===== src/rtl/pps_pkg.sv =====
package pps_pkg;
    typedef enum logic {
        MODE_LEAD = 1'b0,
        MODE_LAG  = 1'b1
    } mode_e;
endpackage


===== src/rtl/pps_ref_edge.sv =====
module pps_ref_edge (
    input  logic clk,
    input  logic rst_n,
    input  logic ref_i,
    output logic edge_o
);
    typedef struct packed {
        logic lvl;
    } edge_st_t;

    edge_st_t s_d, s_q;

    always_comb begin
        s_d     = s_q;
        s_d.lvl = ref_i;
    end

    always_ff @(posedge clk) begin
        if (!rst_n) s_q <= '{lvl: 1'b1};
        else        s_q <= s_d;
    end

    assign edge_o = ref_i & ~s_q.lvl;

    AST_EDGE_AFTER_LOW: assert property (@(posedge clk) disable iff (!rst_n)
        edge_o |=> !edge_o);
endmodule


===== src/rtl/pps_step_prescaler.sv =====
module pps_step_prescaler #(
    parameter int PRESCALE = 546
) (
    input  logic clk,
    input  logic rst_n,
    input  logic restart_i,
    output logic tick_o
);
    localparam int PW = (PRESCALE > 2) ? $clog2(PRESCALE) : 1;
    localparam logic [PW-1:0] LAST = PW'(PRESCALE - 1);
    localparam logic [PW-1:0] ONE  = PW'(1);

    typedef struct packed {
        logic [PW-1:0] div;
    } pre_st_t;

    pre_st_t s_d, s_q;

    always_comb begin
        s_d = s_q;
        if (restart_i)            s_d.div = '0;
        else if (s_q.div == LAST) s_d.div = '0;
        else                      s_d.div = s_q.div + ONE;
    end

    always_ff @(posedge clk) begin
        if (!rst_n) s_q <= '0;
        else        s_q <= s_d;
    end

    assign tick_o = (s_q.div == LAST);

    AST_PRE_RANGE: assert property (@(posedge clk) disable iff (!rst_n)
        s_q.div <= LAST);
    AST_PRE_RESTART: assert property (@(posedge clk) disable iff (!rst_n)
        restart_i |=> (s_q.div == '0));
endmodule


===== src/rtl/pps_angle_counter.sv =====
module pps_angle_counter #(
    parameter int STEPS = 360,
    parameter bit DOWN  = 1'b0,
    localparam int W    = $clog2(STEPS)
) (
    input  logic         clk,
    input  logic         rst_n,
    input  logic         restart_i,
    input  logic         tick_i,
    input  logic [W-1:0] preset_i,
    output logic         hit_o
);
    localparam logic [W-1:0] LAST = W'(STEPS - 1);
    localparam logic [W-1:0] ONE  = W'(1);

    typedef struct packed {
        logic [W-1:0] cnt;
        logic [W-1:0] preset;
        logic         armed;
        logic         hit;
    } cnt_st_t;

    cnt_st_t s_d, s_q;
    logic [W-1:0] nxt;
    logic         at_end;

    generate
        if (DOWN) begin : g_down
            assign nxt    = (s_q.cnt == '0) ? LAST : s_q.cnt - ONE;
            assign at_end = (s_q.cnt == ONE);
        end else begin : g_up
            assign nxt    = s_q.cnt + ONE;
            assign at_end = (s_q.cnt == LAST);
        end
    endgenerate

    always_comb begin
        s_d     = s_q;
        s_d.hit = 1'b0;
        if (restart_i) begin
            s_d.cnt    = '0;
            s_d.preset = preset_i;
            s_d.armed  = 1'b1;
            s_d.hit    = (preset_i == '0);
        end else if (s_q.armed && tick_i && !at_end) begin
            s_d.cnt = nxt;
            s_d.hit = (nxt == s_q.preset);
        end
    end

    always_ff @(posedge clk) begin
        if (!rst_n) s_q <= '0;
        else        s_q <= s_d;
    end

    assign hit_o = s_q.hit;

    AST_CNT_RANGE: assert property (@(posedge clk) disable iff (!rst_n)
        s_q.cnt <= LAST);
    AST_HIT_MATCH: assert property (@(posedge clk) disable iff (!rst_n)
        s_q.hit |-> (s_q.cnt == s_q.preset && s_q.armed));
    AST_PRESET_HOLD: assert property (@(posedge clk) disable iff (!rst_n)
        !restart_i |=> $stable(s_q.preset));
    AST_PRESET_CLAMP: assert property (@(posedge clk) disable iff (!rst_n)
        s_q.preset <= LAST);
    AST_RESTART_ZERO: assert property (@(posedge clk) disable iff (!rst_n)
        restart_i |=> (s_q.cnt == '0));
endmodule


===== src/rtl/pwm_phase_restart.sv =====
module pwm_phase_restart #(
    parameter int STEPS    = 360,
    parameter int PRESCALE = 546,
    localparam int AW      = $clog2(STEPS)
) (
    input  logic          clk,
    input  logic          rst_n,
    input  logic          ref_in,
    input  logic          lag_sel,
    input  logic [AW-1:0] lead_angle,
    input  logic [AW-1:0] lag_angle,
    output logic          restart_o
);
    import pps_pkg::*;

    localparam logic [AW-1:0] LAST = AW'(STEPS - 1);

    typedef struct packed {
        mode_e mode;
    } ctl_st_t;

    ctl_st_t s_d, s_q;
    logic ref_edge;
    logic step_tick;
    logic hit_lead, hit_lag;
    logic [AW-1:0] lead_clamped, lag_clamped;

    pps_ref_edge u_edge (
        .clk    (clk),
        .rst_n  (rst_n),
        .ref_i  (ref_in),
        .edge_o (ref_edge)
    );

    pps_step_prescaler #(.PRESCALE(PRESCALE)) u_pre (
        .clk       (clk),
        .rst_n     (rst_n),
        .restart_i (ref_edge),
        .tick_o    (step_tick)
    );

    assign lead_clamped = (lead_angle > LAST) ? LAST : lead_angle;
    assign lag_clamped  = (lag_angle  > LAST) ? LAST : lag_angle;

    pps_angle_counter #(.STEPS(STEPS), .DOWN(1'b1)) u_cnt_lead (
        .clk       (clk),
        .rst_n     (rst_n),
        .restart_i (ref_edge),
        .tick_i    (step_tick),
        .preset_i  (lead_clamped),
        .hit_o     (hit_lead)
    );

    pps_angle_counter #(.STEPS(STEPS), .DOWN(1'b0)) u_cnt_lag (
        .clk       (clk),
        .rst_n     (rst_n),
        .restart_i (ref_edge),
        .tick_i    (step_tick),
        .preset_i  (lag_clamped),
        .hit_o     (hit_lag)
    );

    always_comb begin
        s_d = s_q;
        if (ref_edge) s_d.mode = lag_sel ? MODE_LAG : MODE_LEAD;
    end

    always_ff @(posedge clk) begin
        if (!rst_n) s_q <= '{mode: MODE_LEAD};
        else        s_q <= s_d;
    end

    assign restart_o = (s_q.mode == MODE_LAG) ? hit_lag : hit_lead;

    AST_PULSE_WIDTH: assert property (@(posedge clk) disable iff (!rst_n)
        restart_o |=> !restart_o);
    AST_MODE_HOLD: assert property (@(posedge clk) disable iff (!rst_n)
        !ref_edge |=> $stable(s_q.mode));
endmodule


===== config.mk =====
export PLATFORM = sky130hd
export DESIGN_NAME = pwm_phase_restart
export DESIGN_NICKNAME = d
export VERILOG_FILES = /design/src/rtl/pps_pkg.sv /design/src/rtl/pps_ref_edge.sv /design/src/rtl/pps_step_prescaler.sv /design/src/rtl/pps_angle_counter.sv /design/src/rtl/pwm_phase_restart.sv
export SDC_FILE = /design/constraint.sdc
export NUM_CORES = 1
export LEC_CHECK = 0
export ABC_AREA = 1
export BUFFER_PORTS_ARGS = -buffer_cell sky130_fd_sc_hd__buf_4
export CAP_MARGIN = 20
export CORE_UTILIZATION = 40
export DETAILED_ROUTE_END_ITERATION = 16
export MAX_ROUTING_LAYER = met4
export PLACE_DENSITY = 0.56
export SETUP_SLACK_MARGIN = 0.2
export SYNTH_ARGS = -nofsm -noshare
export SYNTH_HDL_FRONTEND = slang
export SYNTH_SLANG_ARGS = --single-unit

===== constraint.sdc =====
create_clock -name clk -period 1.9 [get_ports clk]
set_input_delay 0 -clock clk [delete_from_list [all_inputs] [get_ports clk]]
set_output_delay 0 -clock clk [all_outputs]
set_load 0.02 [all_outputs]

After elaboration in Yosys (flattened, before gate mapping)

Index checks and enable logic that the tools add are counted.

Output and inout bits: 1
Register bits after elaboration: 51
Word-level logic and storage cells: 42
Input port bits: 22

Add/subtract/negate cells: 3
Bitwise operators: 3
Order comparisons: 2
Multiplexer cells: 9
Reduce and logical (&&, ||, !) cells: 10
Equal/unequal tests: 5

Operator list:

| operator                | count |
|---|---|
| $logic_not A9 Y1        | 3 |
| $mux W9                 | 3 |
| $eq A9 B9 Y1            | 2 |
| $gt A9 B9 Y1 const B    | 2 |
| $add A10 B1 Y10 const B | 1 |
| $eq A10 B10 Y1 const B  | 1 |
| $add A9 B1 Y9 const B   | 1 |
| $eq A9 B1 Y1 const B    | 1 |
| $eq A9 B9 Y1 const B    | 1 |
| $sub A9 B1 Y9 const B   | 1 |
| $mux W1                 | 6 |
| $logic_and A1 B1 Y1     | 3 |
| $reduce_or A3 Y1        | 1 |
| $logic_not A1 Y1        | 2 |
| $not A1 Y1              | 2 |
| $reduce_or A2 Y1        | 1 |
| $and A1 B1 Y1           | 1 |

Depth between registers and ports, before layout

Gate-level depths: netlist of the first run.

Depth after elaboration: 5
Mapped depth: 12
Mapped depth without buffers: 12

Hierarchy

A second synthesis of the first run with hierarchy kept.

Cell total of the unflattened synthesis: 450
Area total of the unflattened synthesis: 3000.4 µm²

Modules (own cells, without submodules):

| module                         | cells an instance | area each (µm²) | instances | sequential area each (µm²) |
|---|---|---|---|---|
| pps_angle_counter (u_cnt_lead) | 171               | 1113.6          | 1         | 400.4 |
| pps_angle_counter (u_cnt_lag)  | 164               | 1086.0          | 1         | 400.4 |
| pps_step_prescaler             | 66                | 511.7           | 1         | 200.2 |
| pwm_phase_restart              | 45                | 255.2           | 1         | 20.0 |
| pps_ref_edge                   | 4                 | 33.8            | 1         | 20.0 |

Worst setup path after synthesis of the first run

OpenSTA, ideal clock, no wires.

Path kind: reg2reg
From: register u_cnt_lead.s_q[11] in the netlist's numbering
To: register u_cnt_lead.s_q, in the netlist u_cnt_lead.hit_o
Clock period less this slack: 1608 ps
Data arrival time: 1538 ps
Slack: 292 ps
Buffers on the path: 0
Required time: 1830 ps
Stages on the path, launching flop included: 13
Library setup time: 70 ps
Path through: dfxtp_1 inv_1 ha_1 nand2_1 nor2_2 nand3_4 nand2_1 nand2_1 nand2_1 o21ai_1 nor2_1 nand3_1 a21oi_1

Cells in the longest elaborated chain, start to end: 5
Elaborated cells between the ends (all ways): 9
Those cells by class: add/sub (1); eq/ne (2); mux (3); reduce/logical (3)

RTL lines:

| what                                                       | RTL line                                         | source |
|---|---|---|
| start: declaration                                         | pps_angle_counter.sv:23                          | `cnt_st_t s_d, s_q;` |
| start signal: assignment                                   | pps_angle_counter.sv:52                          | `if (!rst_n) s_q <= '0;` |
| start signal: assignment                                   | pps_angle_counter.sv:53                          | `else s_q <= s_d;` |
| $sub A9 B1 Y9, or another cell as far along                | pps_angle_counter.sv:29                          | `assign nxt = (s_q.cnt == '0) ? LAST : s_q.cnt - ONE;` |
| $mux W9 / $logic_not A1 Y1 (equally long branches)         | pps_angle_counter.sv:29, pps_angle_counter.sv:45 |  |
| $eq A9 B9 Y1 / $logic_and A1 B1 Y1 (equally long branches) | pps_angle_counter.sv:47, pps_angle_counter.sv:45 |  |
| $mux W1 *                                                  | pps_angle_counter.sv:45                          | `end else if (s_q.armed && tick_i && !at_end) begin` |
| $mux W1 *                                                  | pps_angle_counter.sv:40                          | `if (restart_i) begin` |

Mark *: on every way between the ends. The rest lies on a longest branch, timed or not.
A chain may end at the register's enable or synchronous reset.

Worst setup path in the final report of the first run

Same ends and word-level chain as after synthesis.

==> impl_metrics.toml, run 1 <==
[timing]
min_period_ns = 1.62
setup_tns_after_final_layout_ns = 0
worstMarginPinSlew_ns = 0.456
rsz_0062_raised_after_global_routing = "yes"
final_min_period_over_clock_period_pct = 85.0
final_max_slew_viol_count = 0
finalSetupViolations = 0
clock-skew-final_ns = 0.00268
slew_headroom_pct = 69.4
maxClockFrequency_mhz = 619
final_hold_viol_count = 0

[pwr]
max-vdd-ir-drop_mv = 0.422
power.internal_mw = 1.44
netSwitchingFraction_pct = 23.7
power.static_leakage_nw = 1.45
finalPower_mw = 1.88
power.share.combinational_pct = 10.3
total_switching_power_uw = 447
p_seq_share_pct = 58.9
share_clk_of_total_power_pct = 30.9
power_density_mw_per_mm2 = 546

[critical_path]
rr_endpoint = "u_cnt_lead.hit_o$_SDFF_PN0_"
slowest_stage_delay_cp_ns = 0.37
worstSetupEndpointType = "register"
worstRegToRegCells = 12
worstPathRequired_ns = 2.13
cp_data_arrival_time_ns = 1.84
cell_with_the_largest_stage_delay_on_the_worst_path = "sky130_fd_sc_hd__dfxtp_4"
crit-reg2reg-launch = "u_cnt_lead.s_q[11]$_SDFFE_PP0P_"
worst_setup_start_kind = "register"
reg2reg_slack_ns = 0.28
ws_path_type = "reg -> reg"
cp_cell_sequence = "inv_4 > ha_4 > nand2_4 > nor2_4 > nand3_4 > nand2_2 > nand2_1 > nand2_1 > o21ai_1 > nor2_1 > nand3_1 > a21oi_1"
critical_path.most_common_cell = "sky130_fd_sc_hd__nand2_1"
critical_path_peak_fanout = 5

[finish]
share_of_cells_above_drive_strength_1_pct = 19.6
sequential_cell_area_sq_mm = 0.00103
antennaDiodeCount = 0
core_occupancy_in_the_finished_layout_pct = 53.8
syn_to_final_growth_pct = 28.6
final_cell_count_no_fill = 526
final_nets = 477
final.fill_count = 633
multi_input_area_sq_mm = 0.00150

[floorplan]
core.rowCount = 29
initial_utilization_pct = 41.8
core_area_sq_mm = 0.00642
design.die.area_sq_mm = 0.00704
ioPinCount = 23
chipHeight_um = 83.9
die_width_um = 83.9

[logic_synthesis]
synth_top_cells_by_area = "sky130_fd_sc_hd__dfxtp_1, sky130_fd_sc_hd__nand2_1, sky130_fd_sc_hd__inv_1"
syn-cell-area_sq_mm = 0.00269
synth-seq-area-share_pct = 38.0
synthesis.area_per_instance_sq_um = 6.94
yosysUniqueCellTypes = 38
ys_top_cells_by_count = "sky130_fd_sc_hd__nand2_1, sky130_fd_sc_hd__inv_1, sky130_fd_sc_hd__dfxtp_1, sky130_fd_sc_hd__nor2_1, sky130_fd_sc_hd__nand3_1"
synth_largest_type_area_fraction_pct = 38.0
synth_edf_count = 0
dominantRegCellSynth = "sky130_fd_sc_hd__dfxtp_1"
yosysWarningCount = 0
post-synth-top-count-cell = "sky130_fd_sc_hd__nand2_1"
ys_ff_latch = 51
asyncSetResetFlopFracSynth_pct = 0
post_synth_inst_count = 387
cell_accounting_for_the_most_synthesized_area = "sky130_fd_sc_hd__dfxtp_1"
mapped_nets = 414

[routing]
detailedRoute.firstPassIterationCount = 4
drc = 0
dr_total_vias = 2666
detail_route.vias_per_cell = 5.07
drtAntennaViolNets = 0
drt-wirelength-per-cell_um = 12.9
wl_um = 6790
starting_drc_count_in_detailed_routing = 137

[clocking]
cts_inserted_buffers = 5
cts_htree_levels = 2
clk_pin_slew_worst_paths_ns = 0.09
clk-insertion-delay-late_ns = 0.29
cts_root_buffer = "sky130_fd_sc_hd__clkbuf_8"
clock_tree.buffer_depth = 2
tritoncts = "built"
cts_num_sinks = 51

[grt]
grt_start_max_net_pins = 14
met1_layer_usage_reported_by_global_route_pct = 28.6
grt-busiest-layer = "met2"
grt_first_pass_wirelength_um = 11600
grt_overflow = 0
grtUsageMet2_pct = 32.6
number_of_global_route_vias_before_repair = 2522
antenna_found_initial = 0
use_met3_pct = 4.45
grt.total_usage_pct = 21.2

[placed_design]
dpl.cell_count = 490
place_congestion = 0.817
numPortBuffers = 22
hpwl_um = 4960

[hold_path]
hold_depth = 3
timing.hold.worst.start = "rst_n"
worstHoldPathType = "in -> reg"
hold-path-endpoint = "u_cnt_lag.s_q[7]$_SDFFE_PN0P_"

[run_status]
status = "finished clean"

[run]
max_cap_violations = 0
-- cell families (layout without fill, tap and decap cells) --
group                    after synthesis  in the layout  share of synthesized area (%)
AO/OA/AOI/OAI                         71             71                           15.2
AND/OR/NAND/NOR                      185            186                           32.0
flip-flops                            51             51                           38.0
XOR/XNOR                               6              6                           2.47
buffers and inverters                 69            130                           9.93
adder cells (fa/ha/maj)                5              5                           2.33
-- power groups by stage --
stage / clock network, mW / registers (mW) / logic (mW)
final: 0.582 / 1.11 / 0.194
after global routing: 0.654 / 1.11 / 0.218
after CTS: 0.611 / 1.11 / 0.191
after detailed placement: 0 / 1.14 / 0.162
after global placement: 0 / 1.14 / 0.162
after floorplan: 0 / 1.13 / 0.0853
-- final cells by class --
class / instances / area share (%)
clock buffers: 6 / 2.10
inverters: 63 / 7.03
multi-input cells: 268 / 43.4
flip-flops and latches: 51 / 29.8
well taps: 77 / 2.79
repair buffers: 61 / 14.9
-- state kept, by name, indices dropped and copies added, names as in the netlist --
| name | flops |
|---|---|
| u_edge.s_q | 1 |
| s_q | 1 |
| u_pre.s_q | 10 |
| u_cnt_lag.s_q | 19 |
| u_cnt_lag.hit_o | 1 |
| u_cnt_lead.hit_o | 1 |
| u_cnt_lead.s_q | 18 |
-- critical path: cells and delay by family (launching register included) --
kind                       cells  cell delay (ns)
and+or+nand+nor                8             0.76
DFF                            1             0.37
adders and majority gates      1             0.16
AOI/OAI and AO/OA              2             0.21
buffers and inverters          1             0.06
-- timing repair --
action | in CTS | in global routing
hold endpoints to repair | 16 | 1
pin swaps | 1 | 12
gates cloned | 0 | 1
buffers inserted | 2 | 9
endpoints found under the setup margin | 2 | 13
hold buffers | 17 | 1
gates resized for setup | 2 | 32
-- cells in the final DEF, fill, tap and decap left out, types with 4 or more instances in the layout --
master | Yosys | layout
sky130_fd_sc_hd__dlygate4sd3_1 | 0 | 18
sky130_fd_sc_hd__nand2_1 | 69 | 64
sky130_fd_sc_hd__o21ai_1 | 6 | 9
sky130_fd_sc_hd__buf_4 | 2 | 41
sky130_fd_sc_hd__a211oi_1 | 4 | 4
sky130_fd_sc_hd__nand3_1 | 30 | 28
sky130_fd_sc_hd__o221ai_1 | 4 | 4
sky130_fd_sc_hd__nor2_2 | 5 | 8
sky130_fd_sc_hd__nor2_1 | 46 | 41
sky130_fd_sc_hd__o21ai_0 | 21 | 18
sky130_fd_sc_hd__nor3_1 | 8 | 7
sky130_fd_sc_hd__a21oi_1 | 23 | 23
sky130_fd_sc_hd__inv_1 | 60 | 57
sky130_fd_sc_hd__nand4_1 | 12 | 12
sky130_fd_sc_hd__clkbuf_8 | 0 | 5
sky130_fd_sc_hd__dfxtp_1 | 51 | 47
sky130_fd_sc_hd__nor2_4 | 2 | 4
sky130_fd_sc_hd__o22ai_1 | 4 | 4
sky130_fd_sc_hd__inv_2 | 3 | 4
sky130_fd_sc_hd__nand2_2 | 1 | 5
-- per-stage QoR --
| step | setup WS, ns | hold slack [ns] | instance area [sq um] |
|---|---|---|---|
| 4_1_cts | 0.171 | 0.00581 | 3260 |
| 3_3_place_gp | 0.230 | 0.198 | 2990 |
| 2_1_floorplan | 0.292 | 0.107 | 2690 |
| 3_5_place_dp | 0.132 | 0.207 | 2990 |
| 5_1_grt | 0.119 | 0.0126 | 3450 |
| 6_report | 0.285 | 0.0182 | 3450 |
-- metal layers --
metal	vias to the layer above	share of wire, %
met5	-	0
met4	0	0.84
met3	4	3.9
met2	35	46
met1	1212	49
li1	1415	-
-- how the worst max path moves through the flow --
stage / slack, ns / startpoint / to
2_1_floorplan: 0.29 / u_cnt_lead.s_q[11]$_SDFFE_PP0P_ / u_cnt_lead.hit_o$_SDFF_PN0_
3_3_place_gp: 0.23 / u_cnt_lead.s_q[11]$_SDFFE_PP0P_ / u_cnt_lead.hit_o$_SDFF_PN0_
3_5_place_dp: 0.13 / u_cnt_lead.s_q[11]$_SDFFE_PP0P_ / u_cnt_lead.hit_o$_SDFF_PN0_
4_1_cts: 0.17 / u_cnt_lead.s_q[11]$_SDFFE_PP0P_ / u_cnt_lead.hit_o$_SDFF_PN0_
5_1_grt: 0.12 / u_cnt_lag.s_q[11]$_SDFFE_PP0P_ / u_cnt_lag.hit_o$_SDFF_PN0_
6_report: 0.28 / u_cnt_lead.s_q[11]$_SDFFE_PP0P_ / u_cnt_lead.hit_o$_SDFF_PN0_
No activity file was read; power rests on OpenSTA's default activity.
==> inputs of run 2 (changes only) <==
- GPL_ROUTABILITY_DRIVEN: default -> 0
- PLACE_DENSITY: 0.56 -> default
- PLACE_DENSITY_LB_ADDON: default -> 0.12
- clock period: 1.9 -> 1.8 ns (I/O delays scaled with it)
==> run 2 against run 1 <==
Effect of this change: register-to-register slack worse by 0.06 ns; largest power group unchanged; combinational power is 4% higher; cell count stayed put; core utilization is 1.3 points higher; fmax is 2.7% higher.
==> impl_metrics.toml, run 2 (synthesis gave the netlist of run 1 again) <==
[run_status]
status = "finished clean"

[pwr]
p_seq_share_pct = 56.0
power.static_leakage_nw = 1.45
max-vdd-ir-drop_mv = 0.445
netSwitchingFraction_pct = 26.2
power_density_mw_per_mm2 = 591
share_clk_of_total_power_pct = 34.3
total_switching_power_uw = 549
power.internal_mw = 1.54
power.share.combinational_pct = 9.7

[floorplan]
core_area_sq_mm = 0.00642
die_width_um = 83.9
initial_utilization_pct = 41.8
ioPinCount = 23
chipHeight_um = 83.9
design.die.area_sq_mm = 0.00704
core.rowCount = 29

[hold_path]
hold_depth = 3
hold-path-endpoint = "u_cnt_lag.s_q[7]$_SDFFE_PN0P_"
timing.hold.worst.start = "rst_n"
worstHoldPathType = "in -> reg"

[critical_path]
rr_endpoint = "u_cnt_lead.hit_o$_SDFF_PN0_"
timing.critical_path.max_delay_family = "simple AND/OR/NAND/NOR gates"
worstRegToRegCells = 12
crit-reg2reg-launch = "u_cnt_lead.s_q[11]$_SDFFE_PP0P_"
worstSetupEndpointType = "register"
cp_data_arrival_time_ns = 1.83
cp.buffers_inverters = 1
worst_setup_start_kind = "register"
critical_path_peak_fanout = 4
slowest_stage_delay_cp_ns = 0.37
ws_path_type = "reg -> reg"
cp_cell_sequence = "inv_4 > ha_4 > nand2_2 > nor2_4 > nand2_1 > nand2_2 > nand2_2 > nand2_1 > o21ai_0 > nor2_1 > nand3_1 > a21oi_1"
worstPathRequired_ns = 2.05
critical_path.most_common_cell = "sky130_fd_sc_hd__nand2_2"
reg2reg_slack_ns = 0.23
cell_with_the_largest_stage_delay_on_the_worst_path = "sky130_fd_sc_hd__dfxtp_4"

[timing]
setup_tns_after_final_layout_ns = 0
worstMarginPinSlew_ns = 0.520
min_period_ns = 1.57
clock-skew-final_ns = 0.00665
final_min_period_over_clock_period_pct = 87.4
maxClockFrequency_mhz = 636
finalSetupViolations = 0
rsz_0062_raised_after_global_routing = "yes"
hold_ws_ns = 0.0000518
slew_headroom_pct = 65.3
final_hold_viol_count = 0
postLayoutSetupSlackWorst_ns = 0.227
final_max_slew_viol_count = 0

[routing]
wl_um = 6980
detailedRoute.firstPassIterationCount = 4
drtAntennaViolNets = 0
detail_route.vias_per_cell = 5.13
starting_drc_count_in_detailed_routing = 153
drc = 0
dr_total_vias = 2700
drt-wirelength-per-cell_um = 13.3

[finish]
design_area_sq_mm = 0.00354
registers.top_by_ff_count = "u_cnt_lag.s_q"
layout_commonest_cell = "sky130_fd_sc_hd__nand2_1"
sequential_cell_area_sq_mm = 0.00103
share_of_cells_above_drive_strength_1_pct = 22.9
syn_to_final_growth_pct = 31.8
multi_input_area_sq_mm = 0.00156
final.fill_count = 601
final_nets = 475
antennaDiodeCount = 0
largest_register_ffs = 19
final_cell_mix = "sky130_fd_sc_hd__nand2_1, sky130_fd_sc_hd__inv_1, sky130_fd_sc_hd__dfxtp_1, sky130_fd_sc_hd__nor2_1, sky130_fd_sc_hd__buf_4"
largestRegisters = "u_cnt_lag.s_q x19, u_cnt_lead.s_q x18, u_pre.s_q x10"

[placed_design]
place_ws_ns = 0.100
postPlaceCellArea_sq_mm = 0.00297
numPortBuffers = 22
hpwl_um = 4840

[clocking]
clk_pin_slew_worst_paths_ns = 0.11
clock_tree.buffer_depth = 2
cts_htree_levels = 2
cts_inserted_buffers = 5
cts_num_sinks = 51
cts_root_buffer = "sky130_fd_sc_hd__clkbuf_8"
tritoncts = "built"
clk-insertion-delay-late_ns = 0.31

[grt]
number_of_global_route_vias_before_repair = 2467
grt_start_max_net_pins = 19
antenna_found_initial = 0
grt_overflow = 0
grt_first_pass_wirelength_um = 11500
grt.total_usage_pct = 20.8

[run]
max_cap_violations = 0
==> run 2: changes by cell type in the layout (fill, tap and decap cells not counted), sizes merged <==
cell and change:
buf -4, clkbuf -2, clkinv +2, clkinvlp +1
dlygate4sd3 +2, inv +1
==> run 2: repair_timing <==
item	CTS	global route
pin swaps	5	16
gates resized for setup	11	47
gates cloned	1	1
endpoints found under the setup margin	3	20
hold buffers	19	1
buffers inserted	5	4
endpoints found under the hold margin	18	2
==> run 2: power groups by stage <==
stage               clock network, mW  logic [mW]  registers, mW
floorplan                           0      0.0900           1.19
global placement                    0       0.163           1.20
detailed placement                  0       0.163           1.20
CTS                             0.736       0.197           1.17
global route                    0.798       0.225           1.18
finish                          0.717       0.202           1.17
==> run 2: metal layers <==
layer / vias up / global-route usage, % / share of wire (%) / wire (um)
met5: - / - / 0 / 0
met4: 0 / 7.37 / 1.2 / 86
met3: 8 / 2.87 / 3.1 / 219
met2: 55 / 31.0 / 46 / 3190
met1: 1229 / 28.8 / 50 / 3480
li1: 1408 / - / - / -
==> run 2: through the flow <==
step	std cells	total power, mW	util, %
after floorplan	387	1.28	-
after global routing	526	2.20	55.1
after CTS	520	2.10	52.2
after detailed placement	487	1.36	46.3
final	526	2.09	55.1
after global placement	487	1.36	46.3
==> run 2: layout make-up <==
type	count	share of cell area, %
clock buffers	5	1.94
clock inverters	3	0.813
inverters	63	6.86
multi-input cells	268	44.0
flip-flops and latches	51	29.2
well taps	77	2.72
repair buffers	58	14.3
repair inverters	1	0.212
==> run 2: worst max path at each step <==
stage,from,slack (ns),end,cells past startpoint
floorplan,u_cnt_lead.s_q[11]$_SDFFE_PP0P_,0.22,u_cnt_lead.hit_o$_SDFF_PN0_,12
global placement,u_pre.s_q[0]$_SDFF_PP0_,0.15,u_cnt_lag.hit_o$_SDFF_PN0_,9
detailed placement,u_pre.s_q[0]$_SDFF_PP0_,0.10,u_cnt_lag.hit_o$_SDFF_PN0_,9
CTS,u_cnt_lag.s_q[12]$_SDFFE_PP0P_,0.20,u_cnt_lag.hit_o$_SDFF_PN0_,11
global route,u_pre.s_q[1]$_SDFF_PP0_,0.11,u_cnt_lag.hit_o$_SDFF_PN0_,10
finish,u_cnt_lead.s_q[11]$_SDFFE_PP0P_,0.23,u_cnt_lead.hit_o$_SDFF_PN0_,12
==> run 2: tightest hold or removal path, cell delays in order <==
cell and delay, ns:
sky130_fd_sc_hd__buf_4 0.16, sky130_fd_sc_hd__o221ai_1 0.07, sky130_fd_sc_hd__inv_1 0.04
==> inputs of run 3 (changes only) <==
- SYNTH_HIERARCHICAL: default -> 1
==> run 3 against run 2 <==
Effect of this change: count of clock-buffer cells in the layout did not move; largest cell class unchanged; fmax is 2.9% lower; total power grew 4.5%; largest power group unchanged; critical endpoint is now u_cnt_lead/hit_o$_SDFF_PN0_; clock skew grew 0.0034 ns; critical path depth rose by 1.
==> impl_metrics.toml, run 3 <==
[run_status]
status = "finished clean"

[timing]
final_hold_viol_count = 0
finalSetupViolations = 0
hold_ws_ns = 0.0486
maxClockFrequency_mhz = 617
final_max_slew_viol_count = 0
slew_headroom_pct = 55.8
min_period_ns = 1.62
postLayoutSetupSlackWorst_ns = 0.180
rsz_0062_raised_after_global_routing = "yes"
final_min_period_over_clock_period_pct = 90.0
clock-skew-final_ns = 0.0100
setup_tns_after_final_layout_ns = 0
worstMarginPinSlew_ns = 0.661

[clocking]
cts_inserted_buffers = 5
tritoncts = "built"
cts_root_buffer = "sky130_fd_sc_hd__clkbuf_8"
clk_pin_slew_worst_paths_ns = 0.09
cts_htree_levels = 2
cts_num_sinks = 52
clock_tree.buffer_depth = 2
clk-insertion-delay-late_ns = 0.30

[logic_synthesis]
ys_ff_latch = 52
synth_edf_count = 0
synth_top_cells_by_area = "sky130_fd_sc_hd__dfxtp_1, sky130_fd_sc_hd__nand2_1, sky130_fd_sc_hd__inv_1"
synth_largest_type_area_fraction_pct = 34.7
mapped_nets = 477
cell_accounting_for_the_most_synthesized_area = "sky130_fd_sc_hd__dfxtp_1"
ys_top_cells_by_count = "sky130_fd_sc_hd__nand2_1, sky130_fd_sc_hd__inv_1, sky130_fd_sc_hd__nor2_1, sky130_fd_sc_hd__dfxtp_1, sky130_fd_sc_hd__o21ai_0"
synthesis.area_per_instance_sq_um = 6.67
asyncSetResetFlopFracSynth_pct = 0
syn-cell-area_sq_mm = 0.00300
dominantRegCellSynth = "sky130_fd_sc_hd__dfxtp_1"
post-synth-top-count-cell = "sky130_fd_sc_hd__nand2_1"
synth-seq-area-share_pct = 34.7
yosysWarningCount = 6
yosysUniqueCellTypes = 31
post_synth_inst_count = 450

[run]
max_cap_violations = 0

[critical_path]
rr_endpoint = "u_cnt_lead/hit_o$_SDFF_PN0_"
crit-reg2reg-launch = "u_cnt_lead/s_q[11]$_SDFFE_PP0P_"
timing.critical_path.to = "u_cnt_lead/hit_o$_SDFF_PN0_"
worstRegToRegCells = 13
critical_path.most_common_cell = "sky130_fd_sc_hd__nand2_1"
cp_cell_sequence = "inv_2 > ha_2 > nand2_1 > nor2_4 > nand3_2 > nand2_1 > nand2_1 > nand2_1 > inv_1 > nand2_1 > nor2_1 > nand3_1 > a21oi_1"
startpoint = "u_cnt_lead/s_q[11]$_SDFFE_PP0P_"
critical_path_peak_fanout = 6
worstPathRequired_ns = 1.99
slowest_stage_delay_cp_ns = 0.37
worst_setup_start_kind = "register"
cp_data_arrival_time_ns = 1.81
reg2reg_slack_ns = 0.18
ws_path_type = "reg -> reg"
cell_with_the_largest_stage_delay_on_the_worst_path = "sky130_fd_sc_hd__dfxtp_4"
worstSetupEndpointType = "register"

[finish]
core_occupancy_in_the_finished_layout_pct = 49.5
final_nets = 517
share_of_cells_above_drive_strength_1_pct = 21.9
layout_commonest_cell = "sky130_fd_sc_hd__nand2_1"
final_cell_count_no_fill = 588
syn_to_final_growth_pct = 19.8
antennaDiodeCount = 0
final_cell_mix = "sky130_fd_sc_hd__nand2_1, sky130_fd_sc_hd__inv_1, sky130_fd_sc_hd__nor2_1, sky130_fd_sc_hd__dfxtp_1, sky130_fd_sc_hd__buf_4"
final.fill_count = 768
largestRegisters = "u_cnt_lag/s_q x19, u_cnt_lead/s_q x19, u_pre/s_q x10"

[floorplan]
ioPinCount = 23
die_width_um = 88.6
design.die.area_sq_mm = 0.00785
core.rowCount = 31
core_area_sq_mm = 0.00725
chipHeight_um = 88.6
initial_utilization_pct = 41.4

[pwr]
power_density_mw_per_mm2 = 608
max-vdd-ir-drop_mv = 0.468
power.static_leakage_nw = 1.55

[hold_path]
worstHoldPathType = "in -> reg"

[grt]
grt.total_usage_pct = 19.1
number_of_global_route_vias_before_repair = 2564
grt_first_pass_wirelength_um = 11400
antenna_found_initial = 0
grt_overflow = 0
grt_start_max_net_pins = 23

[routing]
drt-wirelength-per-cell_um = 11.5
detailedRoute.firstPassIterationCount = 4
wl_um = 6780
drc = 0
detail_route.vias_per_cell = 4.75
drtAntennaViolNets = 0
starting_drc_count_in_detailed_routing = 108
dr_total_vias = 2791

[placed_design]
numPortBuffers = 22
hpwl_um = 5070
place_ws_ns = 0.0830
dpl.cell_count = 572
[run 3: cell count changes after synthesis, sizes merged, moves of 9 or more]
cell / change
nor3: -9
nand4: -10
nand2: +32
a21oi: +10
nor2: +18
[run 3: worst min-delay path by stage]
stage,from,to,depth (start not counted)
after floorplan,rst_n,u_edge/s_q$_SDFF_PN1_,1
after global placement,ref_in,u_edge/s_q$_SDFF_PN1_,3
after detailed placement,ref_in,u_edge/s_q$_SDFF_PN1_,3
after CTS,lag_angle[0],u_cnt_lag/s_q[2]$_SDFFE_PN0P_,4
after global routing,lag_angle[8],u_cnt_lag/hit_o$_SDFF_PN0_,4
final,lag_angle[8],u_cnt_lag/hit_o$_SDFF_PN0_,4
[run 3: final cells by class]
| type | count | area, sq um | share of cell area, % |
|---|---|---|---|
| Inverter | 72 | 283 | 7.87 |
| Timing Repair inverter | 1 | 8.76 | 0.244 |
| Tap cell | 99 | 124 | 3.45 |
| Clock inverter | 1 | 30.0 | 0.836 |
| Sequential cell | 52 | 1050 | 29.2 |
| Multi-Input combinational cell | 320 | 1730 | 48.2 |
| Clock buffer | 5 | 68.8 | 1.92 |
| Timing Repair Buffer | 38 | 297 | 8.25 |
[run 3: report_power, final]
| group | switching (mW) | internal, mW |
|---|---|---|
| combinational | 0.121 | 0.0988 |
| clock | 0.365 | 0.400 |
| sequential | 0.0197 | 1.18 |
[run 3: worst max-delay path, delay by kind of cell, from the launching register on]
| family | cells | cell delay (ns) |
|---|---|---|
| compound gates | 1 | 0.06 |
| flops | 1 | 0.37 |
| fa+ha+maj | 1 | 0.18 |
| simple gates | 9 | 0.79 |
| buf+inv | 2 | 0.11 |
[run 3: cell families (layout without fill, tap and decap cells)]
| kind of cell | Yosys count | count (layout) | share of synthesized area, % |
|---|---|---|---|
| flip-flops | 52 | 52 | 34.7 |
| XOR/XNOR | 8 | 8 | 2.34 |
| adder cells (fa/ha/maj) | 5 | 5 | 2.09 |
| buffers and inverters | 79 | 117 | 10.3 |
| AND/OR/NAND/NOR | 228 | 229 | 36.2 |
| AO/OA/AOI/OAI | 77 | 77 | 14.0 |
| multiplexers | 1 | 1 | 0.375 |
[run 3: through the flow]
step	instance area (sq um)	total power, mW
after floorplan	3000	1.35
after CTS	3480	2.20
after global placement	3310	1.43
after global routing	3590	2.28
after detailed placement	3310	1.43
final	3590	2.19
[run 3: what timing repair did]
action	4_1_cts	5_1_grt
hold buffers	3	0
endpoints found under the setup margin	13	19
gates resized for setup	10	28
pin swaps	2	9
buffers inserted	1	4
endpoints found under the hold margin	2	0
cloned	0	2
[run 3: routing by layer]
metal  wire [um]  up-vias  track usage [%]
met5           0        -                -
met4          31        0             3.52
met3         158        2             3.08
met2        2960       25             29.5
met1        3630     1241             26.4
li1            -     1523                -
